===== config.mk =====
export PLATFORM = sky130hd
export DESIGN_NAME = ibank_ctrl
export DESIGN_NICKNAME = d
export VERILOG_FILES = /design/src/rtl/ibank_pkg.sv /design/src/rtl/ibank_decode.sv /design/src/rtl/ibank_regfile.sv /design/src/rtl/ibank_map.sv /design/src/rtl/ibank_readback.sv /design/src/rtl/ibank_ctrl.sv
export SDC_FILE = /design/constraint.sdc
export NUM_CORES = 1
export LEC_CHECK = 0
export CAP_MARGIN = 20
export CORE_MARGIN = 8
export CORE_UTILIZATION = 45
export DETAILED_ROUTE_END_ITERATION = 10
export HOLD_SLACK_MARGIN = 0.12
export PLACE_DENSITY = 0.84
export SLEW_MARGIN = 5
export SYNTH_ARGS = -nofsm -noshare
export SYNTH_HDL_FRONTEND = slang
export SYNTH_SLANG_ARGS = --single-unit

===== constraint.sdc =====
create_clock -name clk -period 1.9 [get_ports clk]
set_input_delay 0.475 -clock clk [delete_from_list [all_inputs] [get_ports clk]]
set_output_delay 0.475 -clock clk [all_outputs]
set_load 0.01 [all_outputs]

===== src/rtl/ibank_pkg.sv =====
// Package: shared types and helpers for the indexed-register banking controller.
// Assumes a 3-bit register file and a 2-bit mirroring code.
package ibank_pkg;

    // Mirroring mode codes as decoded from the mirroring register field.
    typedef enum logic [1:0] {
        MIR_THREE_ONE = 2'd0,
        MIR_HORZ      = 2'd1,
        MIR_VERT      = 2'd2,
        MIR_SINGLE    = 2'd3
    } mirror_e;

    // Page select for one nametable quadrant under a given mode.
    function automatic logic quad_page(input mirror_e mode, input logic [1:0] quad);
        logic pg;
        case (mode)
            MIR_THREE_ONE: pg = (quad == 2'd3);
            MIR_HORZ:      pg = quad[1];
            MIR_VERT:      pg = quad[0];
            default:       pg = 1'b0;
        endcase
        return pg;
    endfunction

endpackage


===== src/rtl/ibank_decode.sv =====
// Module: address window and port decode.
// Assumes the window limits and the mask/match constants come in as parameters.
// The port hits are purely combinational.
module ibank_decode #(
    parameter int          ADDR_W    = 16,
    parameter logic [15:0] WIN_LO    = 16'h4100,
    parameter logic [15:0] WIN_HI    = 16'h7FFF,
    parameter logic [15:0] DEC_MASK  = 16'hC101,
    parameter logic [15:0] IDX_MATCH = 16'h4100,
    parameter logic [15:0] DAT_MATCH = 16'h4101
) (
    input  logic [ADDR_W-1:0] addr,
    input  logic              wr,
    output logic              dat_hit,
    output logic              idx_we,
    output logic              dat_we
);
    logic              in_win;
    logic [ADDR_W-1:0] masked;
    logic              idx_hit;

    // Window and masked-address compare.
    always_comb begin
        in_win  = (addr >= WIN_LO[ADDR_W-1:0]) && (addr <= WIN_HI[ADDR_W-1:0]);
        masked  = addr & DEC_MASK[ADDR_W-1:0];
        idx_hit = in_win && (masked == IDX_MATCH[ADDR_W-1:0]);
        dat_hit = in_win && (masked == DAT_MATCH[ADDR_W-1:0]);
    end

    // Write enables qualified by the strobe.
    always_comb begin
        idx_we = wr && idx_hit;
        dat_we = wr && dat_hit;
    end
endmodule


===== src/rtl/ibank_regfile.sv =====
// Module: index latch plus NREG data registers of REG_W bits.
// Assumes the write data has already been modified by the switch.
// Synchronous active-low reset clears everything.
module ibank_regfile #(
    parameter int NREG  = 8,
    parameter int REG_W = 3,
    parameter int IDX_W = (NREG > 1) ? $clog2(NREG) : 1
) (
    input  logic                       clk,
    input  logic                       rst_n,
    input  logic                       idx_we,
    input  logic                       dat_we,
    input  logic [REG_W-1:0]           wval,
    output logic [IDX_W-1:0]           idx_q,
    output logic [NREG-1:0][REG_W-1:0] regs_q
);
    // Index latch update.
    always_ff @(posedge clk) begin
        if (!rst_n)      idx_q <= '0;
        else if (idx_we) idx_q <= wval[IDX_W-1:0];
    end

    // One storage register per index.
    for (genvar g = 0; g < NREG; g++) begin : g_reg
        always_ff @(posedge clk) begin
            if (!rst_n)                                        regs_q[g] <= '0;
            else if (dat_we && (idx_q == IDX_W'(g)))           regs_q[g] <= wval;
        end
    end

    if (REG_W > IDX_W) begin : g_unused_w
        logic unused_hi;
        assign unused_hi = ^wval[REG_W-1:IDX_W];
    end
endmodule


===== src/rtl/ibank_map.sv =====
// Module: bank packing and nametable page select.
// Assumes the register bits are already extracted by the top.
// All outputs are combinational.
module ibank_map
    import ibank_pkg::*;
#(
    parameter int PRG_W = 2,
    parameter int CHR_W = 4
) (
    input  logic             variant_alt,
    input  logic             r2b0,
    input  logic             r4b0,
    input  logic [PRG_W-1:0] r5lo,
    input  logic [1:0]       r6lo,
    input  logic [1:0]       r7mid,
    input  logic [1:0]       ppu_quad,
    output logic [PRG_W-1:0] prg_bank,
    output logic [CHR_W-1:0] chr_bank,
    output logic [1:0]       mirror_mode,
    output logic             ciram_page
);
    mirror_e mode;

    // Program bank is taken straight from its register field.
    always_comb prg_bank = r5lo;

    // Character bank packing chosen by the variant.
    always_comb begin
        if (variant_alt) chr_bank = CHR_W'({r4b0, r6lo});
        else             chr_bank = CHR_W'({r6lo, r4b0, r2b0});
    end

    // Mirroring code and the page select for the current quadrant.
    always_comb begin
        mode        = mirror_e'(r7mid);
        mirror_mode = r7mid;
        ciram_page  = quad_page(mode, ppu_quad);
    end
endmodule


===== src/rtl/ibank_readback.sv =====
// Module: read-back mix of register bits and open-bus bits.
// With the switch in effect only NARROW_W bits are driven from the register.
module ibank_readback #(
    parameter int DATA_W   = 8,
    parameter int REG_W    = 3,
    parameter int NARROW_W = 2
) (
    input  logic              dat_hit,
    input  logic              sw_eff,
    input  logic [REG_W-1:0]  sel_reg,
    input  logic [DATA_W-1:0] open_bus,
    output logic [DATA_W-1:0] rd_data
);
    for (genvar b = 0; b < DATA_W; b++) begin : g_bit
        if (b < NARROW_W) begin : g_always
            // Bits driven in both read-back widths.
            always_comb rd_data[b] = dat_hit ? sel_reg[b] : open_bus[b];
        end else if (b < REG_W) begin : g_wide
            // Bits driven only when the switch is not in effect.
            always_comb rd_data[b] = (dat_hit && !sw_eff) ? sel_reg[b] : open_bus[b];
        end else begin : g_open
            // Bits always filled from open bus.
            always_comb rd_data[b] = open_bus[b];
        end
    end
endmodule


===== src/rtl/ibank_ctrl.sv =====
// Module: top of the indexed-register cartridge banking controller.
// Decodes the index/data port pair, holds the register file and derives banks,
// mirroring and read-back. Assumes a one-cycle write strobe per CPU write.
module ibank_ctrl #(
    parameter int ADDR_W   = 16,
    parameter int DATA_W   = 8,
    parameter int NREG     = 8,
    parameter int REG_W    = 3,
    parameter int PRG_W    = 2,
    parameter int CHR_W    = 4,
    parameter int PRG_REG  = 5,
    parameter int MIR_REG  = 7,
    parameter int FORCE_B  = 2,
    parameter int NARROW_W = 2
) (
    input  logic              clk,
    input  logic              rst_n,
    input  logic [ADDR_W-1:0] cpu_addr,
    input  logic [DATA_W-1:0] cpu_wdata,
    input  logic              cpu_wr,
    input  logic [DATA_W-1:0] open_bus,
    input  logic              variant_alt,
    input  logic              cfg_sw,
    input  logic [1:0]        ppu_quad,
    output logic [DATA_W-1:0] rd_data,
    output logic [PRG_W-1:0]  prg_bank,
    output logic [CHR_W-1:0]  chr_bank,
    output logic [1:0]        mirror_mode,
    output logic              ciram_page
);
    localparam int IDX_W = (NREG > 1) ? $clog2(NREG) : 1;

    logic                       dat_hit, idx_we, dat_we, sw_eff;
    logic [DATA_W-1:0]          wdata_eff;
    logic [IDX_W-1:0]           idx_q;
    logic [NREG-1:0][REG_W-1:0] regs_q;
    logic                       unused_wdata;

    // Switch honoured only in the alternate variant; it forces one data bit.
    always_comb begin
        sw_eff    = variant_alt && cfg_sw;
        wdata_eff = cpu_wdata;
        if (sw_eff) wdata_eff[FORCE_B] = 1'b1;
    end
    assign unused_wdata = ^wdata_eff[DATA_W-1:REG_W];

    ibank_decode #(.ADDR_W(ADDR_W)) u_dec (
        .addr    (cpu_addr),
        .wr      (cpu_wr),
        .dat_hit (dat_hit),
        .idx_we  (idx_we),
        .dat_we  (dat_we)
    );

    ibank_regfile #(.NREG(NREG), .REG_W(REG_W), .IDX_W(IDX_W)) u_rf (
        .clk    (clk),
        .rst_n  (rst_n),
        .idx_we (idx_we),
        .dat_we (dat_we),
        .wval   (wdata_eff[REG_W-1:0]),
        .idx_q  (idx_q),
        .regs_q (regs_q)
    );

    ibank_map #(.PRG_W(PRG_W), .CHR_W(CHR_W)) u_map (
        .variant_alt (variant_alt),
        .r2b0        (regs_q[2][0]),
        .r4b0        (regs_q[4][0]),
        .r5lo        (regs_q[PRG_REG][PRG_W-1:0]),
        .r6lo        (regs_q[6][1:0]),
        .r7mid       (regs_q[MIR_REG][2:1]),
        .ppu_quad    (ppu_quad),
        .prg_bank    (prg_bank),
        .chr_bank    (chr_bank),
        .mirror_mode (mirror_mode),
        .ciram_page  (ciram_page)
    );

    ibank_readback #(.DATA_W(DATA_W), .REG_W(REG_W), .NARROW_W(NARROW_W)) u_rb (
        .dat_hit  (dat_hit),
        .sw_eff   (sw_eff),
        .sel_reg  (regs_q[idx_q]),
        .open_bus (open_bus),
        .rd_data  (rd_data)
    );
endmodule


==> results by stage <==
Synthesis:
- The post-synthesis instance total is 183.
- The fraction of synthesis flops using an asynchronous set or reset pin is 0%.
- During synthesis, Yosys emitted a total of 0 warnings.
- When the netlist entered floorplanning its net count stood at 222.
- The number of synthesized register bits is 27.
- Synthesis instantiated 33 different standard cells from the library.
- A synthesized cell averages 8.75 µm².
- The synthesized area is 1600 µm².
- The sequential area share after synthesis is 33.8%.
- In this run, synthesis inferred 0 flip-flops with an integrated enable.
- The most common flop cell mapped by yosys is sky130_fd_sc_hd__dfxtp_1.

Worst setup path:
- The setup path with the least slack is of type reg -> out.
- The endpoint identified for the worst register-to-register timing path is u_rf.regs_q[5].
- The capturing element type of the critical path is an output pin.
- The required time of the critical path is 1.42 ns.
- Counting buffers and inverters, the worst setup path is 5 cells deep.
- In this run the worst path has a maximum fanout of 13.
- On the critical path the largest part of the delay comes from multiplexers.
- The data arrival time of the worst path is 1.73 ns.
- The register-to-register path setup slack is 0.20 ns.
- The cell that appears most often on the critical path is sky130_fd_sc_hd__mux2i_1.
- The worst setup path is launched from a register.
- The startpoint of the worst register-to-register path is u_rf.idx_q[0].
- The depth of the worst register-to-register path is 4.
- In this design, the stage delay of the slowest critical-path cell is 0.47 ns.
- Walking the worst path, the cells encountered are buf_12 > mux2i_1 > mux4_2 > mux2i_1 > buf_2.
- Together, buffers and inverters on the worst path number 2.
- The cell with the largest stage delay on the worst path is sky130_fd_sc_hd__mux4_2.

Final layout:
- Relative to the synthesized area, the layout overhead comes to 23.7%.
- The net count reported at finish is 247.
- The repair_antennas step left the layout with diodes totalling 0.
- After the flow finishes, the layout carries non-filler instances totaling 253.
- The top cell types in the final layout, fill and taps aside, are sky130_fd_sc_hd__dfxtp_1 (26), sky130_fd_sc_hd__a21oi_1 (21), sky130_fd_sc_hd__buf_4 (21).
- Leaving out fill and tap cells, the most frequent cell in the layout is sky130_fd_sc_hd__dfxtp_1.
- Counting the fill cells in the layout gives 300.
- The share of post-route cells with drive strength above 1 is 22.2%.

Floorplan:
- After floorplanning, the core was divided into 21 placement rows.
- From bottom edge to top edge, the die measures 75.7 µm.
- The horizontal extent of the die is 75.7 µm.
- The starting density of the core is 47.2%.
- The core outline area is 3390 µm².
- The die covers 5720 µm².
- Pin placement for this block handled 56 I/O pins.

Timing:
- The maximum achievable frequency is 454 MHz.
- The worst hold margin is 0.482 ns.
- The minimum period implied by the final worst setup slack is 2.20 ns.
- After layout, the worst setup slack is -0.304 ns.
- The worst-case clock skew is 0.0138 ns.
- The ratio of final minimum period to clock period is 116%.
- Setup violations remaining at the end of the flow were counted as 3.
- Setup repair after global routing could not meet its margin everywhere.
- The slew at the pin closest to its max-slew limit is 0.761 ns.
- The final count of hold timing violations came to 0.
- The count of final max-slew check failures is 0.
- Measured against its own limit, the worst slew margin works out to 49.2%.
- The setup TNS is -0.883 ns.

Clock network:
- The deepest level of the CTS H-tree is 1.
- The number of hold buffers added after cts is 0.
- In this run the clock root is driven by a sky130_fd_sc_hd__clkbuf_4.
- The tree built by TritonCTS fans out to 27 sinks.
- The number of buffers between clock root and the deepest sink is 2.
- For the worst-skew pair, the clock arrives at the later sink with an insertion delay of 0.33 ns.
- After clock tree synthesis, the clock-pin slew on the worst setup and hold paths is 0.16 ns.
- TritonCTS created 3 clock buffers.
- The CTS tree is done.

Detailed routing:
- The pre-antenna-repair detailed-routing pass consisted of 6 iterations.
- The number of remaining DRC errors is 0.
- After detailed routing, the average wire length per cell comes to 17.4 µm.
- The post-route antenna net violation count is 0.
- Across all layers, the routed design uses 1582 vias.
- The number of vias per cell is 6.25.
- The detailed router finished its first iteration with 204 violations.
- The routed design has 4400 µm of wire.

Placed design:
- The number of placed cells counting well taps is 248.
- After legalization and detailed placement, the total HPWL measured 3020 µm.
- The count of port buffers added during placement is 28.
- The congestion estimate from routability-driven global placement came to 0.783.

Power and ir drop:
- The net switching power is 250 µW.
- The net switching share of the total power is 26.0%.
- The leakage power figure is 0.000653 µW.
- The total power per unit cell area is 486 nW/µm².
- The total internal power is 714 µW.
- In this run, the clock network consumes 27.0% of the power.
- The combinational power share is 13.8%.
- Of the total power, registers draw 59.2%.
- Across the VDD grid, the largest voltage drop is 0.261 mV.

Global route:
- The number of antenna violations at the first check in global routing is 0.
- The via count of the first global-routing pass is 1518.
- Global routing used 15.9% of the available tracks.
- The total congestion overflow after global routing is 0.
- Entering global routing, the biggest net connects 28 pins.
- The global-route wire length before repair is 7130 µm.

Min path:
- Along the worst hold path, the cell count comes to 2.
- In this run the most critical hold path is launched from u_rf.regs_q[21].
- The worst hold-check path type is reg -> reg.
- The worst min-delay path endpoint is u_rf.regs_q[21].

Run status:
- The run finished, with violations left.
- The final reports fail on negative setup slack.

Flow run:
- The number of max-capacitance violations reported is 0.
worst max-delay path by stage:
stage / startpoint / to / slack, ns
final: u_rf.idx_q[1] / rd_data[2] / -0.30
after global routing: u_rf.idx_q[1] / rd_data[2] / -0.37
after CTS: u_rf.idx_q[1] / rd_data[2] / -0.31
after detailed placement: cpu_addr[14] / rd_data[2] / -0.68
after global placement: cpu_addr[14] / rd_data[2] / -0.66
after floorplan: cpu_addr[0] / rd_data[2] / 0.15
layer usage:
metal	track usage (%)	vias to the layer above	part of all wire, %
li1	-	749	-
met1	20.3	747	41
met2	25.6	78	48
met3	1.71	8	7.6
met4	8.96	0	2.9
met5	0	-	0
Yosys cell counts, types with 2 or more instances:
| cell type | n | share of area [%] |
|---|---|---|
| sky130_fd_sc_hd__nand2_1 | 2 | 0.47 |
| sky130_fd_sc_hd__nand3_1 | 3 | 0.94 |
| sky130_fd_sc_hd__buf_2 | 7 | 2.2 |
| sky130_fd_sc_hd__and3b_1 | 2 | 1.1 |
| sky130_fd_sc_hd__o21ai_0 | 2 | 0.63 |
| sky130_fd_sc_hd__o31ai_1 | 16 | 7.5 |
| sky130_fd_sc_hd__dfxtp_1 | 27 | 34 |
| sky130_fd_sc_hd__inv_1 | 3 | 0.70 |
| sky130_fd_sc_hd__buf_6 | 2 | 1.4 |
| sky130_fd_sc_hd__mux4_2 | 3 | 4.2 |
| sky130_fd_sc_hd__nand3b_1 | 2 | 0.94 |
| sky130_fd_sc_hd__o21ai_1 | 2 | 0.63 |
| sky130_fd_sc_hd__a21oi_1 | 21 | 6.6 |
| sky130_fd_sc_hd__mux2_2 | 3 | 2.1 |
| sky130_fd_sc_hd__a31oi_1 | 8 | 3.1 |
| sky130_fd_sc_hd__mux2i_1 | 13 | 8.1 |
| sky130_fd_sc_hd__clkbuf_1 | 11 | 2.6 |
| sky130_fd_sc_hd__buf_4 | 10 | 4.7 |
| sky130_fd_sc_hd__nor3_1 | 10 | 3.1 |
| sky130_fd_sc_hd__nor4_1 | 8 | 3.1 |
| sky130_fd_sc_hd__nand4_1 | 16 | 6.3 |
sequential cells by signal, indices dropped and copies added (netlist names):
register,count
u_rf.idx_q,3
u_rf.regs_q,24
kinds of logic (layout without fill, tap and decap cells):
group,after synthesis,after routing,synth area share [%]
and+or+nand+nor,50,50,20.2
muxes,19,19,14.5
AOI/OAI and AO/OA,51,51,19.3
DFF,27,27,33.8
buffers and inverters,36,60,12.3
final cells by class:
class,count,area (µm²),share of cell area [%]
tap,46,57.6,2.90
clock buffer,3,22.5,1.14
multi-input combinational,120,871,43.9
clock inverter,1,7.51,0.379
sequential,27,542,27.3
inverter,4,15.0,0.758
timing repair buffer,52,467,23.5
timing repair:
item | 4_1_cts | 5_1_grt
setup endpoints to repair | 8 | 6
setup buffers | 1 | 0
pin swaps | 1 | 0
resized for setup | 25 | 5
gates cloned | 0 | 0
power groups by stage:
stage	clock network, µW	registers [µW]	logic (µW)
after global routing	289	571	143
after global placement	0	583	132
final	260	571	133
after floorplan	0	582	71.9
after CTS	264	571	131
after detailed placement	0	583	134
worst min-delay path, delay by kind of cell (launching register included):
kind / cells / cell delay [ns]
DFF: 1 / 0.34
AOI/OAI and AO/OA: 2 / 0.12
through the flow:
step | util [%] | worst slack, ns | power, µW | instance area [µm²]
after floorplan | - | 0.147 | 654 | 1600
after global placement | 58.0 | -0.656 | 715 | 1970
after detailed placement | 58.0 | -0.675 | 717 | 1970
after CTS | 58.7 | -0.312 | 966 | 1990
after global routing | 58.5 | -0.374 | 1000 | 1980
final | 58.5 | -0.304 | 964 | 1980
(Power assumes the default switching activity.)
